`config.mk`:
```
export PLATFORM = sky130hd
export DESIGN_NAME = msg_session_seq
export DESIGN_NICKNAME = d
export VERILOG_FILES = /design/src/rtl/msg_seq_pkg.sv /design/src/rtl/msg_sw_sync.sv /design/src/rtl/msg_sec_timer.sv /design/src/rtl/msg_char_writer.sv /design/src/rtl/msg_session_seq.sv
export SDC_FILE = /design/constraint.sdc
export NUM_CORES = 1
export LEC_CHECK = 0
export CORE_ASPECT_RATIO = 0.6
export CORE_MARGIN = 4
export CORE_UTILIZATION = 59
export CTS_CLUSTER_SIZE = 8
export DETAILED_ROUTE_END_ITERATION = 6
export PLACE_DENSITY_LB_ADDON = 0.1
export SLEW_MARGIN = 20
export SYNTH_ARGS = -nofsm -noshare
export SYNTH_HDL_FRONTEND = slang
export SYNTH_HIERARCHICAL = 1
export SYNTH_SLANG_ARGS = --single-unit
```
`constraint.sdc`:
```
create_clock -name clk -period 3.1 [get_ports clk]
set_clock_uncertainty 0.2 [all_clocks]
set_input_delay 0.62 -clock clk [delete_from_list [all_inputs] [get_ports clk]]
set_output_delay 0.62 -clock clk [all_outputs]
set_load 0.01 [all_outputs]
```
`src/rtl/msg_seq_pkg.sv`:
```
package msg_seq_pkg;
    typedef enum logic [1:0] {SCR_CLEAR, SCR_COUNT, SCR_END} scr_kind_e;
    typedef enum logic [1:0] {CT_IDLE, CT_RUN, CT_DONE} ctl_st_e;
    typedef enum logic [1:0] {WR_IDLE, WR_SEND, WR_HOLD1, WR_HOLD2} wr_st_e;

    localparam logic [7:0] CMD_CLEAR  = 8'h01;
    localparam logic [7:0] ASCII_ZERO = 8'h30;
    localparam logic [7:0] ASCII_A    = 8'h41;
endpackage

```
`src/rtl/msg_sw_sync.sv`:
```
module msg_sw_sync (
    input  logic clk,
    input  logic rst,
    input  logic sw_i,
    output logic level_o,
    output logic rise_o
);
    logic [2:0] sh_d, sh_q;

    always_comb begin
        sh_d = {sh_q[1:0], sw_i};
    end

    always_ff @(posedge clk) begin
        if (rst) sh_q <= '0;
        else     sh_q <= sh_d;
    end

    assign level_o = sh_q[1];
    assign rise_o  = sh_q[1] & ~sh_q[2];

    p_rise_single_r1: assert property (@(posedge clk) disable iff (rst)
        rise_o |=> !rise_o);
endmodule

```
`src/rtl/msg_sec_timer.sv`:
```
module msg_sec_timer #(
    parameter int unsigned CYC_PER_SEC = 50_000_000
) (
    input  logic clk,
    input  logic rst,
    input  logic clr_i,
    input  logic en_i,
    output logic tick_o
);
    localparam int CW = (CYC_PER_SEC > 1) ? $clog2(CYC_PER_SEC) : 1;
    localparam logic [CW-1:0] LAST = CW'(CYC_PER_SEC - 1);

    logic [CW-1:0] cnt_d, cnt_q;

    always_comb begin
        cnt_d = cnt_q;
        if (clr_i)            cnt_d = '0;
        else if (en_i)        cnt_d = (cnt_q == LAST) ? '0 : cnt_q + 1'b1;
    end

    always_ff @(posedge clk) begin
        if (rst) cnt_q <= '0;
        else     cnt_q <= cnt_d;
    end

    assign tick_o = en_i && !clr_i && (cnt_q == LAST);

    p_cnt_bound_r2: assert property (@(posedge clk) disable iff (rst)
        cnt_q <= LAST);
endmodule

```
`src/rtl/msg_char_writer.sv`:
```
module msg_char_writer
    import msg_seq_pkg::*;
(
    input  logic       clk,
    input  logic       rst,
    input  logic       req_i,
    input  scr_kind_e  kind_i,
    input  logic [3:0] tens_i,
    input  logic [3:0] ones_i,
    input  logic       ready_i,
    output logic       strobe_o,
    output logic       rs_o,
    output logic [7:0] byte_o
);
    typedef struct packed {
        wr_st_e     st;
        logic [2:0] idx;
        scr_kind_e  kind;
        logic [3:0] tens;
        logic [3:0] ones;
        logic       pend;
        scr_kind_e  pkind;
        logic [3:0] ptens;
        logic [3:0] pones;
        logic       strobe;
        logic       rs;
        logic [7:0] data;
    } wr_t;

    wr_t d, q;
    logic [2:0] last_idx;
    logic [7:0] cur_byte;

    always_comb begin
        case (q.kind)
            SCR_CLEAR: last_idx = 3'd0;
            SCR_COUNT: last_idx = 3'd2;
            default:   last_idx = 3'd6;
        endcase
        if (q.idx == 3'd0)          cur_byte = CMD_CLEAR;
        else if (q.kind == SCR_COUNT)
            cur_byte = ASCII_ZERO + {4'd0, (q.idx == 3'd1) ? q.tens : q.ones};
        else                        cur_byte = ASCII_A + {5'd0, q.idx - 3'd1};
    end

    always_comb begin
        d = q;
        case (q.st)
            WR_IDLE: if (q.pend) begin
                d.pend = 1'b0;
                d.kind = q.pkind;
                d.tens = q.ptens;
                d.ones = q.pones;
                d.idx  = 3'd0;
                d.st   = WR_SEND;
            end
            WR_SEND: if (ready_i) begin
                d.strobe = 1'b1;
                d.data   = cur_byte;
                d.rs     = (q.idx != 3'd0);
                d.st     = WR_HOLD1;
            end
            WR_HOLD1: d.st = WR_HOLD2;
            default: begin
                d.strobe = 1'b0;
                d.idx    = q.idx + 3'd1;
                d.st     = (q.idx == last_idx) ? WR_IDLE : WR_SEND;
            end
        endcase
        if (req_i) begin
            d.pend  = 1'b1;
            d.pkind = kind_i;
            d.ptens = tens_i;
            d.pones = ones_i;
        end
    end

    always_ff @(posedge clk) begin
        if (rst) begin
            q        <= '0;
            q.st     <= WR_IDLE;
            q.kind   <= SCR_CLEAR;
            q.pkind  <= SCR_CLEAR;
        end else begin
            q <= d;
        end
    end

    assign strobe_o = q.strobe;
    assign rs_o     = q.rs;
    assign byte_o   = q.data;

    p_strobe_ready_r8: assert property (@(posedge clk) disable iff (rst)
        $rose(strobe_o) |-> $past(ready_i));
    p_strobe_hold_r8: assert property (@(posedge clk) disable iff (rst)
        $rose(strobe_o) |=> strobe_o);
    p_strobe_end_r8: assert property (@(posedge clk) disable iff (rst)
        (strobe_o && $past(strobe_o)) |=> !strobe_o);
    p_clear_cmd_r3: assert property (@(posedge clk) disable iff (rst)
        (strobe_o && !rs_o) |-> (byte_o == CMD_CLEAR));
endmodule

```
`src/rtl/msg_session_seq.sv`:
```
module msg_session_seq
    import msg_seq_pkg::*;
#(
    parameter int unsigned CYC_PER_SEC  = 50_000_000,
    parameter int unsigned SESSION_SECS = 10,
    parameter int unsigned LED_W        = 8
) (
    input  logic             clk,
    input  logic             rst,
    input  logic             sw_i,
    input  logic             wr_ready_i,
    output logic             wr_strobe_o,
    output logic             wr_rs_o,
    output logic [7:0]       wr_byte_o,
    output logic [LED_W-1:0] led_o
);
    localparam int SECW = $clog2(SESSION_SECS + 1);
    localparam logic [SECW-1:0] SEC_LAST = SECW'(SESSION_SECS - 1);

    typedef struct packed {
        ctl_st_e         st;
        logic [SECW-1:0] sec;
        logic [3:0]      tens;
        logic [3:0]      ones;
        logic [LED_W-1:0] leds;
    } ctl_t;

    ctl_t d, q;
    logic sw_lvl, sw_rise, tick, start, req;
    scr_kind_e req_kind;

    msg_sw_sync u_sync (
        .clk(clk), .rst(rst), .sw_i(sw_i), .level_o(sw_lvl), .rise_o(sw_rise)
    );

    assign start = (q.st == CT_IDLE) && sw_rise;

    msg_sec_timer #(.CYC_PER_SEC(CYC_PER_SEC)) u_timer (
        .clk(clk), .rst(rst), .clr_i(start), .en_i(q.st == CT_RUN), .tick_o(tick)
    );

    always_comb begin
        d        = q;
        req      = 1'b0;
        req_kind = SCR_CLEAR;
        case (q.st)
            CT_IDLE: if (sw_rise) begin
                d.st   = CT_RUN;
                d.sec  = '0;
                d.tens = 4'd0;
                d.ones = 4'd0;
                req      = 1'b1;
                req_kind = SCR_COUNT;
            end
            CT_RUN: if (tick) begin
                d.sec = q.sec + 1'b1;
                if (q.sec == SEC_LAST) begin
                    d.st     = CT_DONE;
                    d.leds   = '1;
                    req      = 1'b1;
                    req_kind = SCR_END;
                end else begin
                    if (q.ones == 4'd9) begin
                        d.ones = 4'd0;
                        d.tens = q.tens + 4'd1;
                    end else begin
                        d.ones = q.ones + 4'd1;
                    end
                    req      = 1'b1;
                    req_kind = SCR_COUNT;
                end
            end
            default: if (!sw_lvl) begin
                d.st   = CT_IDLE;
                d.leds = '0;
                req      = 1'b1;
                req_kind = SCR_CLEAR;
            end
        endcase
    end

    always_ff @(posedge clk) begin
        if (rst) begin
            q    <= '0;
            q.st <= CT_IDLE;
        end else begin
            q <= d;
        end
    end

    msg_char_writer u_writer (
        .clk(clk), .rst(rst), .req_i(req), .kind_i(req_kind),
        .tens_i(d.tens), .ones_i(d.ones), .ready_i(wr_ready_i),
        .strobe_o(wr_strobe_o), .rs_o(wr_rs_o), .byte_o(wr_byte_o)
    );

    assign led_o = q.leds;

    p_start_edge_r1: assert property (@(posedge clk) disable iff (rst)
        (q.st == CT_RUN && $past(q.st) == CT_IDLE) |-> $past(sw_rise));
    p_led_expiry_r2: assert property (@(posedge clk) disable iff (rst)
        $rose(led_o[0]) |-> ($past(tick) && $past(q.sec) == SEC_LAST));
    p_sec_bound_r4: assert property (@(posedge clk) disable iff (rst)
        q.sec <= SECW'(SESSION_SECS));
    p_led_hold_r6: assert property (@(posedge clk) disable iff (rst)
        (q.st == CT_DONE && sw_lvl) |=> $stable(led_o));
endmodule

```
### Word level (Yosys, flattened, before mapping)

Index checks and enable logic that the tools add are counted.

| cells by class | value |
|---|---|
| add/subtract/negate cells | 8 |
| multipliers | 0 |
| div/mod/pow operators | 0 |
| $lt $le $gt $ge | 0 |
| equality and inequality tests | 16 |
| shift-type cells | 0 |
| muxes and demuxes | 34 |
| bitwise logic cells | 5 |
| reductions and logical operators | 22 |

Operator list:

| kind | count |
|---|---|
| $mux 8 | 5 |
| $add 26x1->26 const B | 1 |
| $eq 26x26->1 const B | 1 |
| $mux 26 | 1 |
| $pmux 12 s2 | 1 |
| $mux 22 | 1 |
| $mux 16 | 1 |
| $pmux 8 s2 | 1 |
| $mux 14 | 1 |
| $add 4x1->4 const B | 3 |
| $mux 4 | 3 |
| $pmux 3 s2 | 2 |
| $mux 11 | 1 |
| $mux 10 | 1 |
| $mux 2 | 5 |
| $reduce_and 2->1 | 5 |
| $add 7x3->8 const A | 1 |
| $eq 4x4->1 const B | 2 |
| $ne 2x2->1 const B | 4 |
| $pmux 2 s2 | 2 |
| $reduce_and 4->1 | 2 |
| $add 6x4->7 const A | 1 |
| $eq 2x1->1 const B | 3 |
| $logic_not 2->1 | 3 |
| other kinds (19) | 34 |

| storage, ports and cells | value |
|---|---|
| flip-flop bits (word level) | 87 |
| bits in latches | 0 |
| bits in writable memories | 0 |
| ROM bits | 0 |
| memories | 0 |

### Longest topological paths before layout

| logic depth | value |
|---|---|
| depth after elaboration | 9 |
| mapped depth | 14 |

### Modules after synthesis

The synthesis kept the hierarchy.

By module, submodules not included:

| module | times used | cells an instance | area each (um2) | seq. area each (um2) |
|---|---|---|---|---|
| msg_char_writer | 1 | 181 | 1,569.0 | 680.7 |
| msg_sec_timer | 1 | 146 | 1,276.2 | 520.5 |
| msg_session_seq | 1 | 118 | 958.4 | 300.3 |
| msg_sw_sync | 1 | 7 | 87.6 | 60.1 |

### Worst setup path before layout

Ideal clock, no wire load.

| timing path | value |
|---|---|
| kind | reg2reg |
| start point | register q[20] (netlist name) |
| end point | register u_writer/q[10] in the netlist's numbering |
| setup time | 128 ps |
| arrival | 2,385 ps |
| setup slack | 387 ps |
| stages on the path, launching flop included | 14 |
| buffers on the path | 4 |
| clock period less this slack | 2,713 ps |
| path through | dfxtp_1 -> buf_2 -> nand2b_1 -> buf_2 -> inv_2 -> nand4_2 -> nand2b_1 -> nor4_1 -> buf_2 -> mux2i_1 -> a21boi_0 -> buf_2 -> mux2i_1 -> nor2_1 |

RTL lines:

| what | RTL line | text |
|---|---|---|
| end: declaration | msg_char_writer.sv:30 | `wr_t d, q;` |

==> summary.md <==
| Metric | Value |
|---|---|
| Status | complete, no violations |
| Max Cap Viol | 0 |
| Reg2reg setup slack | 0.25 ns |
| Top Ports | 22 |
| Rel. slew slack | 30.85% |
| Part of the Yosys area used for sequential elements | 40.13% |
| # Post-CTS Setup Buffers | 0 |
| YS warnings | 6 |
| F_max | 0.3511 GHz |
| Clock latency on the worst-skew pair | 0.36 ns |
| CTS tree | yes |
| Worst Hold End | u_sync/sh_q[1] |
| # resized after CTS | 0 |
| Setup_tns | 0 ns |
| Num CTS Buffers | 9 |
| Mapped Nets | 469 |
| Worst R2R End | u_writer/q[11] |
| Setup violators final | 0 |
| Vias/cell | between 5 and 6 |
| Core area | 0.006248 mm2 |
| Total wire length | around 8.4 mm |
| Area Growth Syn to Fin | 8.071% |
| Syn Inst Count | 452 |
| RSZ-0062 raised after global routing | no |
| Remaining global-route overflow | 0 |
| Worst Setup End Kind | register |
| First-pass GRT wire length | 14.03 mm |
| Syn Area/Cell | 8.609 um2 |
| Hold Violations, Final | 0 |
| CTS root buf | clkbuf_8 |
| Rows | 22 |
| Routed len/inst | around 15 um |
| Vias in the first global route | 2848 |
| Mapped cell area | 0.003891 mm2 |
| Pin count of the biggest net entering global routing | 54 |
| Top cells by area, synth | dfxtp_1 (40%), a21oi_1 (5.4%), nand2_1 (4.7%) |
| Routed Antenna Nets | 0 |
| Area post-placement | around 0.004 mm2 |
| Hold Crit Class | reg -> reg |
| Final Wtd Congestion | 0.8222 |
| Detailed Place HPWL | 6.068 mm |
| Worst Hold Depth | 1 |
| Cell count of the worst reg-to-reg path | 12 |
| Longest Clk Path Bufs | 2 |
| Tot Pwr | 2.087 mW |
| Distinct cells, synth | 62 |
| Initial Util | 62.27% |
| Worst VDD drop | 0.0004690 V |
| Nets | 469 |
| CP startpoint kind | register |
| Post-CTS Hold Buffers | 0 |
| Main synth FF type | dfxtp_1 |
| Antenna cells | 0 |
| Residual DRC | 0 |
| Slew Limit Fails | 0 |
| FF-to-FF Start | q[21] |
| Static Leakage | 1.514 nW |
| Antenna violations before repair | 0 |
| Synth async-reset ratio | 0% |
| Drt pass-1 iters | 4 |
| H-tree depth | 3 |
| Die H | 70.91 um |
| Share of cells above drive strength 1 | 9.847% |
| Final instance area | 0.004205 mm2 |
| Yosys top cell area share | 40.13% |
| Total vias in the final route | approximately 3200 |
| Worst Path Max Fanout | 10 |
| GRT Util Overall | 21.95% |
| 1st-iter DRT viols | just under 300 |
| Post-synth EDFFs | 0 |
| PwrDens | 496.4 mW/mm2 |
| Synth Register Bits | 78 |
| Hold Slack | 0.2425 ns |
| Worst-path clk slew | about 0.08 ns |
| Hold path startpoint | u_sync/sh_q[0] |
| Die Area | 0.008001 mm2 |
| CP required | 3.20 ns |
| Area leader, netlist | dfxtp_1 |
| CP Data Arrival Time | 2.95 ns |
| CTS Sinks | 78 |
| Tmin final | around 2.8 ns |
| Tcrit/Tclk final | 91.88% |
| Die X | 112.8 um |
| Slew @ Worst Pin | 1.031 ns |
| PortBufs | 20 |
| Crit path kind | reg -> reg |
synthesized netlist by cell type, types with 3 or more instances:
library cell	n
a21oi_1	42
a22oi_1	3
a31oi_1	4
and2_1	3
and4_1	5
buf_2	13
buf_4	16
clkbuf_1	7
dfxtp_1	78
ha_1	13
inv_1	15
mux2_2	4
mux2i_1	14
nand2_1	49
nand2b_1	4
nand3_1	10
nand4_1	13
nor2_1	43
nor2b_1	6
nor3_1	6
nor3b_1	4
nor4_1	4
o21ai_0	11
o21ai_1	4
o31ai_1	8
or3_1	9
or4_1	5
or4_4	3
xnor2_1	9
xor2_1	7
layout make-up:
type | instances | area [um2]
fill | 508 | 2043
clock buffer | 10 | 127.6
clock inverter | 6 | 62.56
sequential | 78 | 1563
timing repair buffer | 26 | 240.2
multi-input combinational | 320 | 2043
tap | 84 | 105.1
inverter | 17 | 63.81
sequential cells by signal, indices dropped and copies added (netlist names):
name	count
u_sync/sh_q	3
u_writer/rs_o	1
q	14
u_timer/cnt_q	26
u_writer/q	26
u_writer/strobe_o	1
u_writer/byte_o	6
led_o	1
worst max path at each step:
| stage | from | to | slack, ns | depth (start not counted) |
|---|---|---|---|---|
| 2_1_floorplan | q[20] | u_writer/q[10] | 0.39 | 13 |
| 3_3_place_gp | q[20] | u_writer/q[11] | 0.40 | 12 |
| 3_5_place_dp | q[20] | u_timer/cnt_q[20] | 0.27 | 7 |
| 4_1_cts | q[20] | u_writer/q[11] | 0.24 | 12 |
| 5_1_grt | q[21] | u_writer/q[11] | 0.03 | 12 |
| 6_report | q[21] | u_writer/q[11] | 0.25 | 12 |
metal layers:
layer	vias up	GRT usage, %	share of wire, %
li1	1583	-	-
met1	1503	34.62	53
met2	112	27.17	37
met3	7	8.718	8.5
met4	0	4.933	0.78
met5	-	0	0
worst max-delay path, cell delays in order (launching register included):
cell and delay (ns):
dfxtp_1 0.38, nand2b_1 0.20, inv_2 0.20, nand4_2 0.16
nand2b_1 0.24, nor4_1 0.25, buf_4 0.22, and2_1 0.18
nand2_1 0.09, or4_4 0.43, nand2_1 0.08, mux2i_1 0.06
nor2_1 0.08
where the power goes:
group          internal, mW  total [mW]  switching [mW]
clock network         0.370       0.748           0.378
registers              1.02        1.05          0.0276
logic                 0.118       0.287           0.169
total                  1.51        2.09           0.574
cells in the final DEF, fill, tap and decap left out, types with 2 or more instances in the layout:
cell type        netlist  layout
o21ai_0               11      11
nor2b_1                6       6
clkbuf_8               0       9
mux2i_1               14      14
nand4_1               13      13
nand2b_1               4       4
a31oi_1                4       4
a22oi_1                3       3
mux2_2                 4       4
a21oi_1               42      42
or4_1                  5       5
nor4b_1                2       2
inv_2                  2       2
nor3_1                 6       6
ha_1                  13      13
and2_1                 3       3
xnor2_1                9       9
and4_1                 5       5
xor2_1                 7       7
nor4_1                 4       4
or4_4                  3       3
nand3_1               10      10
a41oi_1                2       2
o21ai_1                4       4
and3b_1                2       2
nor2_1                43      43
inv_1                 15      15
a21oi_2                2       2
mux2_1                 2       2
a211oi_1               2       2
nand2_1               49      49
nor3b_1                4       4
clkinv_2               0       3
nand4_2                2       2
dfxtp_1               78      77
or3_1                  9       9
clkinv_4               0       2
clkdlybuf4s50_1        0      19
o31ai_1                8       8
buf_4                 16       6
kinds of logic after synthesis:
group                    share of synthesized area [%]
buffers and inverters                            7.363
adder cells (fa/ha/maj)                          4.180
other                                          0.09637
AND/OR/NAND/NOR                                  25.69
XOR/XNOR                                         3.601
AO/OA/AOI/OAI                                    13.60
multiplexers                                     5.337
flip-flops                                       40.13
metrics by stage:
stage | setup WS, ns | util (%) | cells
after floorplan | 0.3874 | - | 452
after global placement | 0.4044 | 64.24 | 525
after detailed placement | 0.2717 | 64.24 | 525
after CTS | 0.2412 | 67.28 | 541
after global routing | 0.02758 | 67.30 | 541
final | 0.2518 | 67.30 | 541
(Power assumes the default switching activity.)
